`config.mk`:
```
export PLATFORM = sky130hd
export DESIGN_NAME = cmd_gate
export DESIGN_NICKNAME = d
export VERILOG_FILES = /design/src/rtl/cmd_gate.sv
export SDC_FILE = /design/constraint.sdc
export NUM_CORES = 1
export LEC_CHECK = 0
export BUFFER_PORTS_ARGS = -buffer_cell sky130_fd_sc_hd__buf_2
export CAP_MARGIN = 30
export CELL_PAD_IN_SITES_DETAIL_PLACEMENT = 0
export CELL_PAD_IN_SITES_GLOBAL_PLACEMENT = 1
export CORE_ASPECT_RATIO = 1.5
export CORE_MARGIN = 5
export CORE_UTILIZATION = 35
export DETAILED_ROUTE_END_ITERATION = 7
export PLACE_DENSITY = 0.71
export SLEW_MARGIN = 40
export SYNTH_ARGS = -nofsm -noshare
export SYNTH_HDL_FRONTEND = slang
export SYNTH_SLANG_ARGS = --single-unit
```
`constraint.sdc`:
```
create_clock -name clk -period 1.5 [get_ports clk]
set_input_delay 0.225 -clock clk [delete_from_list [all_inputs] [get_ports clk]]
set_output_delay 0.225 -clock clk [all_outputs]
set_load 0.01 [all_outputs]
```
`src/rtl/cmd_gate.sv`:
```
module cmd_gate #(
  parameter int CODE_W      = 8,
  parameter int RATE_GAP    = 2,
  parameter int ENH_GAP     = 2,
  parameter int PULSE_TICKS = 4
) (
  input  logic              clk,
  input  logic              rst_n,
  input  logic              rate_en,
  input  logic              enh_mode,
  input  logic              cmd_wr,
  input  logic [CODE_W-1:0] cmd_code,
  input  logic              tx_done,
  input  logic              rx_done,
  output logic              tx_avail,
  output logic              rx_idle,
  output logic              cmd_ok,
  output logic              cmd_rej
);
  localparam int GMAX = (RATE_GAP > ENH_GAP) ? RATE_GAP : ENH_GAP;
  localparam int GW   = $clog2(GMAX + 1);
  localparam int PW   = $clog2(PULSE_TICKS + 1);
  localparam logic [CODE_W-1:0] EN_TX = CODE_W'(3);
  localparam logic [CODE_W-1:0] EN_RX = CODE_W'(4);

  logic [GW-1:0] gap_cnt;
  logic [1:0]    stat, lock, done, hit;

  wire gap_busy = gap_cnt != '0;
  assign hit  = {cmd_code == EN_RX, cmd_code == EN_TX};
  assign done = {rx_done, tx_done};
  wire blocked = gap_busy | |(hit & lock);
  wire accept  = cmd_wr & ~blocked;

  assign tx_avail = stat[0];
  assign rx_idle  = stat[1];

  always_ff @(posedge clk or negedge rst_n) begin
    if (!rst_n) begin
      gap_cnt <= '0;
      cmd_ok  <= 1'b0;
      cmd_rej <= 1'b0;
    end else begin
      cmd_ok  <= accept;
      cmd_rej <= cmd_wr & blocked;
      if (accept)
        gap_cnt <= enh_mode ? GW'(ENH_GAP) : GW'(RATE_GAP);
      else if (gap_busy && (enh_mode || rate_en))
        gap_cnt <= gap_cnt - 1'b1;
    end
  end

  for (genvar ch = 0; ch < 2; ch++) begin : g_chan
    logic          st, act, enm;
    logic [PW-1:0] cnt;

    always_ff @(posedge clk or negedge rst_n) begin
      if (!rst_n) begin
        st  <= 1'b1;
        act <= 1'b0;
        enm <= 1'b0;
        cnt <= '0;
      end else begin
        if (done[ch] && !st && !act) begin
          act <= 1'b1;
          enm <= enh_mode;
          cnt <= PW'(PULSE_TICKS);
          if (!enh_mode) st <= 1'b1;
        end else if (act && rate_en) begin
          cnt <= cnt - 1'b1;
          if (cnt == PW'(1)) begin
            act <= 1'b0;
            if (enm) st <= 1'b1;
          end
        end
        if (accept && hit[ch]) st <= 1'b0;
      end
    end

    assign stat[ch] = st;
    assign lock[ch] = act & ~enm;


    win_rej_chk: assert property (@(posedge clk) disable iff (!rst_n)
      cmd_wr && hit[ch] && lock[ch] |=> cmd_rej);

    clear_chk: assert property (@(posedge clk) disable iff (!rst_n)
      cmd_ok && $past(hit[ch]) |-> !stat[ch]);

    enh_low_chk: assert property (@(posedge clk) disable iff (!rst_n)
      act && enm |-> !st);
  end


  excl_chk: assert property (@(posedge clk) disable iff (!rst_n)
    !(cmd_ok && cmd_rej));

  resp_chk: assert property (@(posedge clk) disable iff (!rst_n)
    (cmd_ok || cmd_rej) |-> $past(cmd_wr));

  gap_rej_chk: assert property (@(posedge clk) disable iff (!rst_n)
    cmd_wr && gap_busy |=> cmd_rej);
endmodule

```
-- Word level (Yosys, flattened, before mapping)
Cells that the tools add are included.
- register bits after elaboration: 16
- output and inout port bits: 4
- word-level logic and storage cells: 83
- $add $sub $neg: 3
- equal/unequal tests: 6
- mux-type cells: 23
- bitwise gates (word level): 9
- reduce and logical (&&, ||, !) cells: 31
- operators by type and width (operator ; number):
    nonzero test 3 bit ; 6
    two-way mux 1 bit ; 17
    two-way mux 3 bit ; 4
    nonzero test 2 bit ; 6
    logical AND 1 bit ; 9
    equality test 8 x 2 -> 1 bit, second input constant ; 1
    equality test 8 x 3 -> 1 bit, second input constant ; 1
    AND reduction 4 bit ; 2
    equality test 3 x 1 -> 1 bit, second input constant ; 2
    != test 3 x 2 -> 1 bit, second input constant ; 2
    subtractor 3 x 1 -> 3 bit, second input constant ; 2
    AND 1 bit ; 4
    zero test 1 bit ; 4
    two-way mux 2 bit ; 2
    AND reduction 2 bit ; 2
    inverter 1 bit ; 3
    AND 2 bit ; 1
    OR reduction 2 bit ; 1
    subtractor 2 x 1 -> 2 bit, second input constant ; 1
    logical OR 1 bit ; 1
    OR 1 bit ; 1

-- Depth between registers and ports, before layout
Gate-level depths: netlist of the first run.
- depth in word-level cells: 10
- depth in mapped cells: 6
- gate-level depth less buffers: 6

-- Worst setup path before layout of the first run
Ideal clock, no wire load.
- kind: reg2reg
- from: register g_chan[0].act
- to: register gap_cnt[1]
- setup time: 126 ps
- data arrival time: 1218 ps
- data required time: 1374 ps
- path slack: 156 ps
- stages on the path, launching flop included: 6
- buffers on the path: 1
- clock period less this slack: 1344 ps
- cell sequence: dfrtp_1 buf_6 nor2b_1 a32oi_1 o21ai_0 a221o_1
- cells in the longest elaborated chain, start to end: 7
- RTL lines (what ; line ; text):
    start, declared ; 54 ; logic st, act, enm;
    start signal, assigned ; 60 ; act <= 1'b0;
    start signal, assigned ; 65 ; act <= 1'b1;
    start signal, assigned ; 72 ; act <= 1'b0;
    AND 1 bit (*) ; 81 ; assign lock[ch] = act & ~enm;
    AND 2 bit (*) ; 32 ; wire blocked = gap_busy | |(hit & lock);
    OR reduction 2 bit (*) ; 32 ;
    OR 1 bit (*) ; 32 ;
    inverter 1 bit (*) ; 33 ; wire accept = cmd_wr & ~blocked;
    AND 1 bit (*) ; 33 ;
    two-way mux 2 bit or nonzero test 2 bit (tied branches) ; n/a ;
    end signal, assigned ; 47 ; gap_cnt <= enh_mode ? GW'(ENH_GAP) : GW'(RATE_GAP);
    end signal, assigned ; 49 ; gap_cnt <= gap_cnt - 1'b1;
    end, declared ; 26 ; logic [GW-1:0] gap_cnt;
Mark *: on every way between the ends. The rest lies on a longest branch, timed or not.
A chain may end at the register's enable or synchronous reset.

-- Worst setup path in the final report of the first run
- from: register gap_cnt[1]
- to: register gap_cnt[1]
- cells in the longest elaborated chain, start to end: 5
- RTL lines (what):
    branches (longest 5 deep; another with subtractor 2 x 1 -> 2 bit)
Parallel ways; which one is timed is not known. The select of a mux whose other input is x is not followed.

==> qor.csv, run 1 <==
stage,metric,value,unit
critical_path,worst r2r src,gap_cnt[1]$_DFFE_PN0P_,
placed_design,routability congestion estimate,0.7590,
logic_synthesis,"arithmetic-cell share of the synthesized area counting full adders, half adders and majority gates",0.07205,
logic_synthesis,Mapped Nets,110,
grt,overall track demand over capacity in global routing,0.1066,
routing,post-DR vias/cell,5.199,
clocking,clock latency of the later-clocked register in the worst-skew pair,0.28,ns
clocking,Sink Count,16,
routing,DR WL/cell,12.90,microns
logic_synthesis,number of warnings issued by yosys,0,
min_path,Hold Crit Endpoint,cmd_rej$_DFF_PN0_,
timing,Final Max Slew Viols,0,
power,share of total power in sequential cells,0.427,
power,Comb power frac,0.413,
power,areal power density over the cells,1759,nW/um^2
run,# Max-Cap Violations,0,
timing,final worst path period share,0.9551,
logic_synthesis,Post-Synth XOR/XNOR Area,0.01009,
floorplanning,Die ar.,3598,sq um
critical_path,critical-path maximum fanout,4,
clocking,Inserted Clock Buffers,3,
power,worst vdd rail ir drop,662.5,uV
critical_path,Worst Setup End Kind,flip-flop,
critical_path,worst reg2reg setup slack,0.07,ns
logic_synthesis,share of the synthesized area in compound gates (AO/OA/AOI/OAI),0.1945,
power,part of the power in the clock network,0.160,
placed_design,cell count after placement,131,
min_path,worst hold-check path type,in2reg,
placed_design,placed wire-length estimate,1427,microns
grt,pin count of the biggest net entering global routing,17,
logic_synthesis,share of synthesized area spent on multiplexers,0.01297,
outcome,outcome,"finished, final reports clean",
timing,Worst-Margin Slew,0.3754,ns
critical_path,worst reg-to-reg path cell count,5,
floorplanning,Placement Rows,22,
grt,GRT Residual Overflow,0,
routing,post-detailed-routing wire length,1755,microns
timing,RSZ-0062 raised after global routing,false,
min_path,hold path start,cmd_wr,
routing,post-route DRC violation count,0,
clocking,CTS H-tree depth,1,
logic_synthesis,post-synthesis average cell area,9.648,sq um
routing,DR iter-0 viols,4,
floorplanning,Die Y,71,microns
logic_synthesis,"post-synthesis share of cell area spent on and, or, nand and nor gates",0.1844,
power,static power due to leakage,0.4941,nW
floorplanning,top-level port count,19,
logic_synthesis,number of synthesized register bits,16,
floorplanning,area inside the core boundary,2422,sq um
finish,number of fill cells in the layout,268,
clocking,root buffer cell,sky130_fd_sc_hd__clkbuf_4,
logic_synthesis,largest family of logic cells by synthesized area,compound AO/OA/AOI/OAI gates,
floorplanning,Initial Util,0.3585,
timing,Max-Slew Margin vs Limit,0.7497,
min_path,worst hold path cell count,2,
finish,Post-Layout Cell Count,136,
logic_synthesis,number of synthesized flops with an enable pin,0,
finish,fraction of final layout cells with drive strength greater than 1,0.2589,
timing,Post-Route Skew,0.002174,ns
logic_synthesis,netlist area before placement,868.3,sq um
power,switching component of the power,0.0006589,W
critical_path,"Data required, critical path",1.68,ns
critical_path,cell at the slowest stage of the critical path,sky130_fd_sc_hd__dfrtp_1,
timing,shortest clock period the worst path allows after layout,1.433,ns
critical_path,number of buffers and inverters on the critical path,1,
finish,final core area utilization,0.4251,
routing,number of vias after detailed routing,707,
critical_path,category of the critical setup timing path,reg2reg,
power,total power after layout,0.001812,W
critical_path,"Largest delay share family, worst path",compound AO/OA/AOI/OAI gates,
critical_path,worst-path cell chain,"inv_1, ha_1, o21bai_2, and2_1, a221o_1",
placed_design,buffers added on ports,18,
finish,Layout Area Growth over Synthesis,18.59,%
critical_path,worst r2r dst,gap_cnt[1]$_DFFE_PN0P_,
critical_path,logic depth of the worst setup path including buffers,5,
power,switching part of the total,0.3637,
grt,first-pass GRT wire length,2980,microns
routing,Post-DRT Antenna Nets,0,
logic_synthesis,post-synthesis sequential area ratio,0.4640,
timing,highest clock rate,698.0,MHz
logic_synthesis,Async SR Flop Fraction,1.000,
floorplanning,Chip Width,50.67,microns
critical_path,CP arrival,1.61,ns
logic_synthesis,Post-Synthesis Cells,90,
critical_path,slowest cell delay on critical path,0.37,ns
timing,summed negative setup slack over all endpoints,0,ns
logic_synthesis,main flop type after synthesis,sky130_fd_sc_hd__dfrtp_1,
clocking,worst-case clock buffer depth,2,
clocking,Clock transition at path regs,0.10,ns
finish,count of antenna diodes in the layout,0,
logic_synthesis,Synth cell types,29,
critical_path,Critical Path Source Type,flip-flop,
finish,Nets,133,
power,internal cell power,0.001153,W
timing,Final Hold Fails,0,
timing,Final setup viols,0,
grt,vias in the first global route,737,
grt,initial antenna violation count,0,
clocking,clock tree from TritonCTS,built,
routing,number of iterations in the first detailed-routing pass,3,
## layout make-up
| class | count | area, sq um | area share |
|---|---|---|---|
| clock buffer | 4 | 36.28 | 0.03524 |
| inverter | 10 | 37.54 | 0.03645 |
| multi-input combinational | 62 | 415.4 | 0.4034 |
| sequential | 16 | 402.9 | 0.3913 |
| tap | 24 | 30.03 | 0.02916 |
| timing repair buffer | 20 | 107.6 | 0.1045 |
## cells in the mapped netlist, drive strengths merged, types with 2 or more instances
| library cell | instances | area [sq um] |
|---|---|---|
| ha | 5 | 62.56 |
| dfstp | 2 | 52.55 |
| buf | 2 | 16.26 |
| dfrtp | 14 | 350.3 |
| and2 | 3 | 18.77 |
| nor3b | 4 | 35.03 |
| inv | 10 | 37.54 |
| o22a | 2 | 17.52 |
| a31oi | 2 | 12.51 |
| a21oi | 5 | 25.02 |
| o21ai | 9 | 45.04 |
| nor2b | 3 | 18.77 |
| nor2 | 8 | 30.03 |
| nand2 | 8 | 30.03 |
## per-layer routing
metal / wire length [microns] / vias to the layer above / GRT usage
li1: - / 351 / -
met1: 687 / 342 / 0.1110
met2: 985 / 12 / 0.1865
met3: 64 / 2 / 0.02105
met4: 17 / 0 / 0.06818
met5: 0 / - / 0
## power groups by stage
stage / sequential (W) / clock [W] / combinational, W
5_1_grt: 0.000798 / 0.000324 / 0.000859
6_report: 0.000774 / 0.000289 / 0.000749
3_3_place_gp: 0.000780 / 0 / 0.000726
3_5_place_dp: 0.000790 / 0 / 0.000754
2_1_floorplan: 0.000772 / 0 / 0.000558
4_1_cts: 0.000777 / 0.000303 / 0.000763
## cell usage in the layout, fill, tap and decap left out, types with 2 or more instances in the layout
cell type,netlist,final
sky130_fd_sc_hd__a21oi_1,5,5
sky130_fd_sc_hd__a31oi_1,2,2
sky130_fd_sc_hd__and2_1,3,3
sky130_fd_sc_hd__buf_2,1,18
sky130_fd_sc_hd__clkbuf_4,0,3
sky130_fd_sc_hd__dfrtp_1,14,14
sky130_fd_sc_hd__dfstp_2,2,2
sky130_fd_sc_hd__ha_1,5,5
sky130_fd_sc_hd__inv_1,10,10
sky130_fd_sc_hd__nand2_1,8,8
sky130_fd_sc_hd__nor2_1,8,8
sky130_fd_sc_hd__nor2b_1,3,3
sky130_fd_sc_hd__nor3b_1,3,3
sky130_fd_sc_hd__o21ai_0,9,9
sky130_fd_sc_hd__o22a_1,2,2
## how the worst max path moves through the flow
| stage | start | to | slack, ns |
|---|---|---|---|
| 2_1_floorplan | g_chan[0].act$_DFFE_PN0P_ | gap_cnt[1]$_DFFE_PN0P_ | 0.16 |
| 3_3_place_gp | cmd_code[0] | gap_cnt[1]$_DFFE_PN0P_ | 0.06 |
| 3_5_place_dp | cmd_code[0] | gap_cnt[1]$_DFFE_PN0P_ | 0.06 |
| 4_1_cts | gap_cnt[1]$_DFFE_PN0P_ | gap_cnt[1]$_DFFE_PN0P_ | 0.04 |
| 5_1_grt | gap_cnt[1]$_DFFE_PN0P_ | gap_cnt[1]$_DFFE_PN0P_ | 0.009 |
| 6_report | gap_cnt[1]$_DFFE_PN0P_ | gap_cnt[1]$_DFFE_PN0P_ | 0.07 |
## flip-flops by register name, indices dropped and copies added, names as in the netlist
name,cells
cmd_ok,1
g_chan.act,2
cmd_rej,1
g_chan.cnt,6
tx_avail,1
gap_cnt,2
rx_idle,1
g_chan.enm,2
## cell families (layout without fill, tap and decap cells)
family / count (synthesis) / in the layout
flip-flops: 16 / 16
AND/OR/NAND/NOR: 30 / 30
buffers and inverters: 12 / 34
multiplexers: 1 / 1
AO/OA/AOI/OAI: 25 / 25
XOR/XNOR: 1 / 1
adder cells (fa/ha/maj): 5 / 5
## through the flow
| stage | cell area, sq um | setup slack, ns | hold WS, ns |
|---|---|---|---|
| 2_1_floorplan | 868.3 | 0.1560 | -0.07059 |
| 5_1_grt | 1030 | 0.009154 | 0.1830 |
| 4_1_cts | 1026 | 0.04241 | 0.1811 |
| 3_5_place_dp | 979.7 | 0.05915 | 0.1636 |
| 6_report | 1030 | 0.06733 | 0.1885 |
| 3_3_place_gp | 979.7 | 0.05929 | 0.1622 |
## what timing repair did
| action | 4_1_cts | 5_1_grt |
|---|---|---|
| hold buffers | 1 | 0 |
| buffers inserted | 0 | 0 |
| gates resized for setup | 0 | 1 |
| endpoints found under the setup margin | 0 | 1 |
| hold endpoints to repair | 14 | 0 |
Note: power is estimated with default switching activity, not from simulation.
==> inputs of run 2 (changes only) <==
--- a/config.mk
+++ b/config.mk
@@ -12,8 +12,10 @@
 export CORE_ASPECT_RATIO = 1.5
 export CORE_MARGIN = 5
 export CORE_UTILIZATION = 35
+export CTS_CLUSTER_DIAMETER = 120
 export DETAILED_ROUTE_END_ITERATION = 7
 export PLACE_DENSITY = 0.71
+export RECOVER_POWER = 25
 export SLEW_MARGIN = 40
 export SYNTH_ARGS = -nofsm -noshare
 export SYNTH_HDL_FRONTEND = slang
==> run 2 against run 1 <==
  * Via count did not move
  * Routed wire length fell by 0.11%
  * Largest cell class unchanged
  * Register-to-register slack about the same
  * Highest routed layer unchanged
  * Hold slack is the same
==> qor.csv, run 2 (synthesis gave the netlist of run 1 again) <==
stage,metric,value,unit
min_path,worst hold-check path type,in2reg,
clocking,Sink Count,16,
placed_design,placed wire-length estimate,1427,microns
clocking,Clock transition at path regs,0.10,ns
routing,Post-DRT Antenna Nets,0,
critical_path,"Data required, critical path",1.68,ns
finish,Post-Layout Cell Count,136,
clocking,Inserted Clock Buffers,3,
critical_path,Worst Setup End Kind,flip-flop,
grt,initial antenna violation count,0,
finish,final core area utilization,0.4246,
finish,max reg flops,6,
timing,Final Hold Fails,0,
grt,vias in the first global route,737,
timing,Worst-Margin Slew,0.9013,ns
finish,Nets,133,
power,total power after layout,0.001811,W
floorplanning,Chip Width,50.67,microns
floorplanning,Die ar.,3598,sq um
clocking,worst-case clock buffer depth,2,
timing,Max-Slew Margin vs Limit,0.3991,
finish,combined area of the multi-input logic cells,415.4,sq um
timing,Final setup viols,0,
timing,final worst path period share,0.9551,
routing,DR WL/cell,12.89,microns
finish,count of antenna diodes in the layout,0,
critical_path,critical-path maximum fanout,4,
finish,Layout Area Growth over Synthesis,18.44,%
grt,first-pass GRT wire length,2980,microns
timing,shortest clock period the worst path allows after layout,1.433,ns
clocking,CTS H-tree depth,1,
timing,Final Max Slew Viols,0,
timing,summed negative setup slack over all endpoints,0,ns
placed_design,buffers added on ports,18,
grt,pin count of the biggest net entering global routing,17,
critical_path,Critical Path Source Type,flip-flop,
timing,highest clock rate,698.0,MHz
floorplanning,area inside the core boundary,2422,sq um
routing,post-route DRC violation count,0,
finish,fraction of final layout cells with drive strength greater than 1,0.2500,
critical_path,category of the critical setup timing path,reg2reg,
routing,number of iterations in the first detailed-routing pass,3,
timing,RSZ-0062 raised after global routing,false,
routing,post-detailed-routing wire length,1753,microns
floorplanning,Die Y,71,microns
grt,overall track demand over capacity in global routing,0.1066,
clocking,clock tree from TritonCTS,built,
clocking,clock latency of the later-clocked register in the worst-skew pair,0.28,ns
finish,number of fill cells in the layout,269,
floorplanning,Placement Rows,22,
floorplanning,top-level port count,19,
power,static power due to leakage,0.4914,nW
placed_design,cell count after placement,131,
routing,number of vias after detailed routing,707,
finish,"top library cells by usage in the layout, fill and taps aside","sky130_fd_sc_hd__buf_2, sky130_fd_sc_hd__dfrtp_1, sky130_fd_sc_hd__inv_1, sky130_fd_sc_hd__o21ai_0",
power,worst vdd rail ir drop,662.5,uV
outcome,outcome,"finished, final reports clean",
placed_design,routability congestion estimate,0.7590,
finish,most common library cell in the layout ignoring fill and taps,sky130_fd_sc_hd__buf_2,
routing,DR iter-0 viols,4,
floorplanning,Initial Util,0.3585,
clocking,root buffer cell,sky130_fd_sc_hd__clkbuf_4,
finish,sequential standard cell area,402.9,sq um
grt,GRT Residual Overflow,0,
finish,register with the most flip-flops,g_chan.cnt,
critical_path,CP arrival,1.61,ns
routing,post-DR vias/cell,5.199,
timing,Post-Route Skew,0.002174,ns
run,# Max-Cap Violations,0,
power,areal power density over the cells,1761,nW/um^2
==> run 2: cell count changes in the layout (fill, tap and decap cells not counted) <==
cell / previous run / this run
sky130_fd_sc_hd__buf_2: 18 / 17
sky130_fd_sc_hd__clkbuf_1: 0 / 1
==> run 2: per-stage QoR <==
step | hold slack, ns | cell area [sq um] | setup WS, ns
after floorplan | -0.07059 | 868.3 | 0.1560
after global placement | 0.1622 | 979.7 | 0.05929
after detailed placement | 0.1636 | 979.7 | 0.05915
after CTS | 0.1811 | 1026 | 0.04241
after global routing | 0.1830 | 1028 | 0.009154
final | 0.1885 | 1028 | 0.06733
==> run 2: final cells by class <==
class	count	area share
sequential	16	0.3917
tap	24	0.02920
multi-input combinational	62	0.4039
timing repair buffer	20	0.1034
inverter	10	0.03650
clock buffer	4	0.03528
==> run 2: report_power, final <==
part	total, W	internal [W]	switching (W)
combinational	0.000748	0.000366	0.000382
clock	0.000289	0.000148	0.000142
sequential	0.000774	0.000639	0.000135
total	0.00181	0.00115	0.000659
==> run 2: layer usage <==
metal  global-route usage  vias up  part of all wire
met4              0.06818        0            0.0097
li1                     -      351                 -
met5                    0        -                 0
met1               0.1110      342              0.39
met2               0.1865       12              0.56
met3              0.02105        2             0.037
==> run 2: what timing repair did <==
item / 4_1_cts / 5_1_grt
endpoints found under the hold margin: 14 / 0
gates resized for setup: 0 / 1
hold buffers: 1 / 0
endpoints found under the setup margin: 0 / 1
buffers inserted: 0 / 0
==> run 2: final timing paths <==
kind	startpoint	cells after the start	to	slack, ns
max	gap_cnt[1]$_DFFE_PN0P_	5	gap_cnt[1]$_DFFE_PN0P_	0.07
min	cmd_wr	2	cmd_rej$_DFF_PN0_	0.19
max reg2reg	gap_cnt[1]$_DFFE_PN0P_	5	gap_cnt[1]$_DFFE_PN0P_	0.07
min reg2reg	g_chan[1].cnt[1]$_DFFE_PN0P_	2	g_chan[1].cnt[1]$_DFFE_PN0P_	0.51
max in group asynchronous	rst_n	2	g_chan[0].cnt[0]$_DFFE_PN0P_	0.38
min in group asynchronous	rst_n	2	g_chan[0].cnt[2]$_DFFE_PN0P_	0.57
==> run 2: critical path, stage by stage, from the launching register on <==
cell and delay, ns:
sky130_fd_sc_hd__dfrtp_1 0.37, sky130_fd_sc_hd__inv_1 0.05, sky130_fd_sc_hd__ha_1 0.21, sky130_fd_sc_hd__o21bai_2 0.23, sky130_fd_sc_hd__and2_1 0.17, sky130_fd_sc_hd__a221o_1 0.29
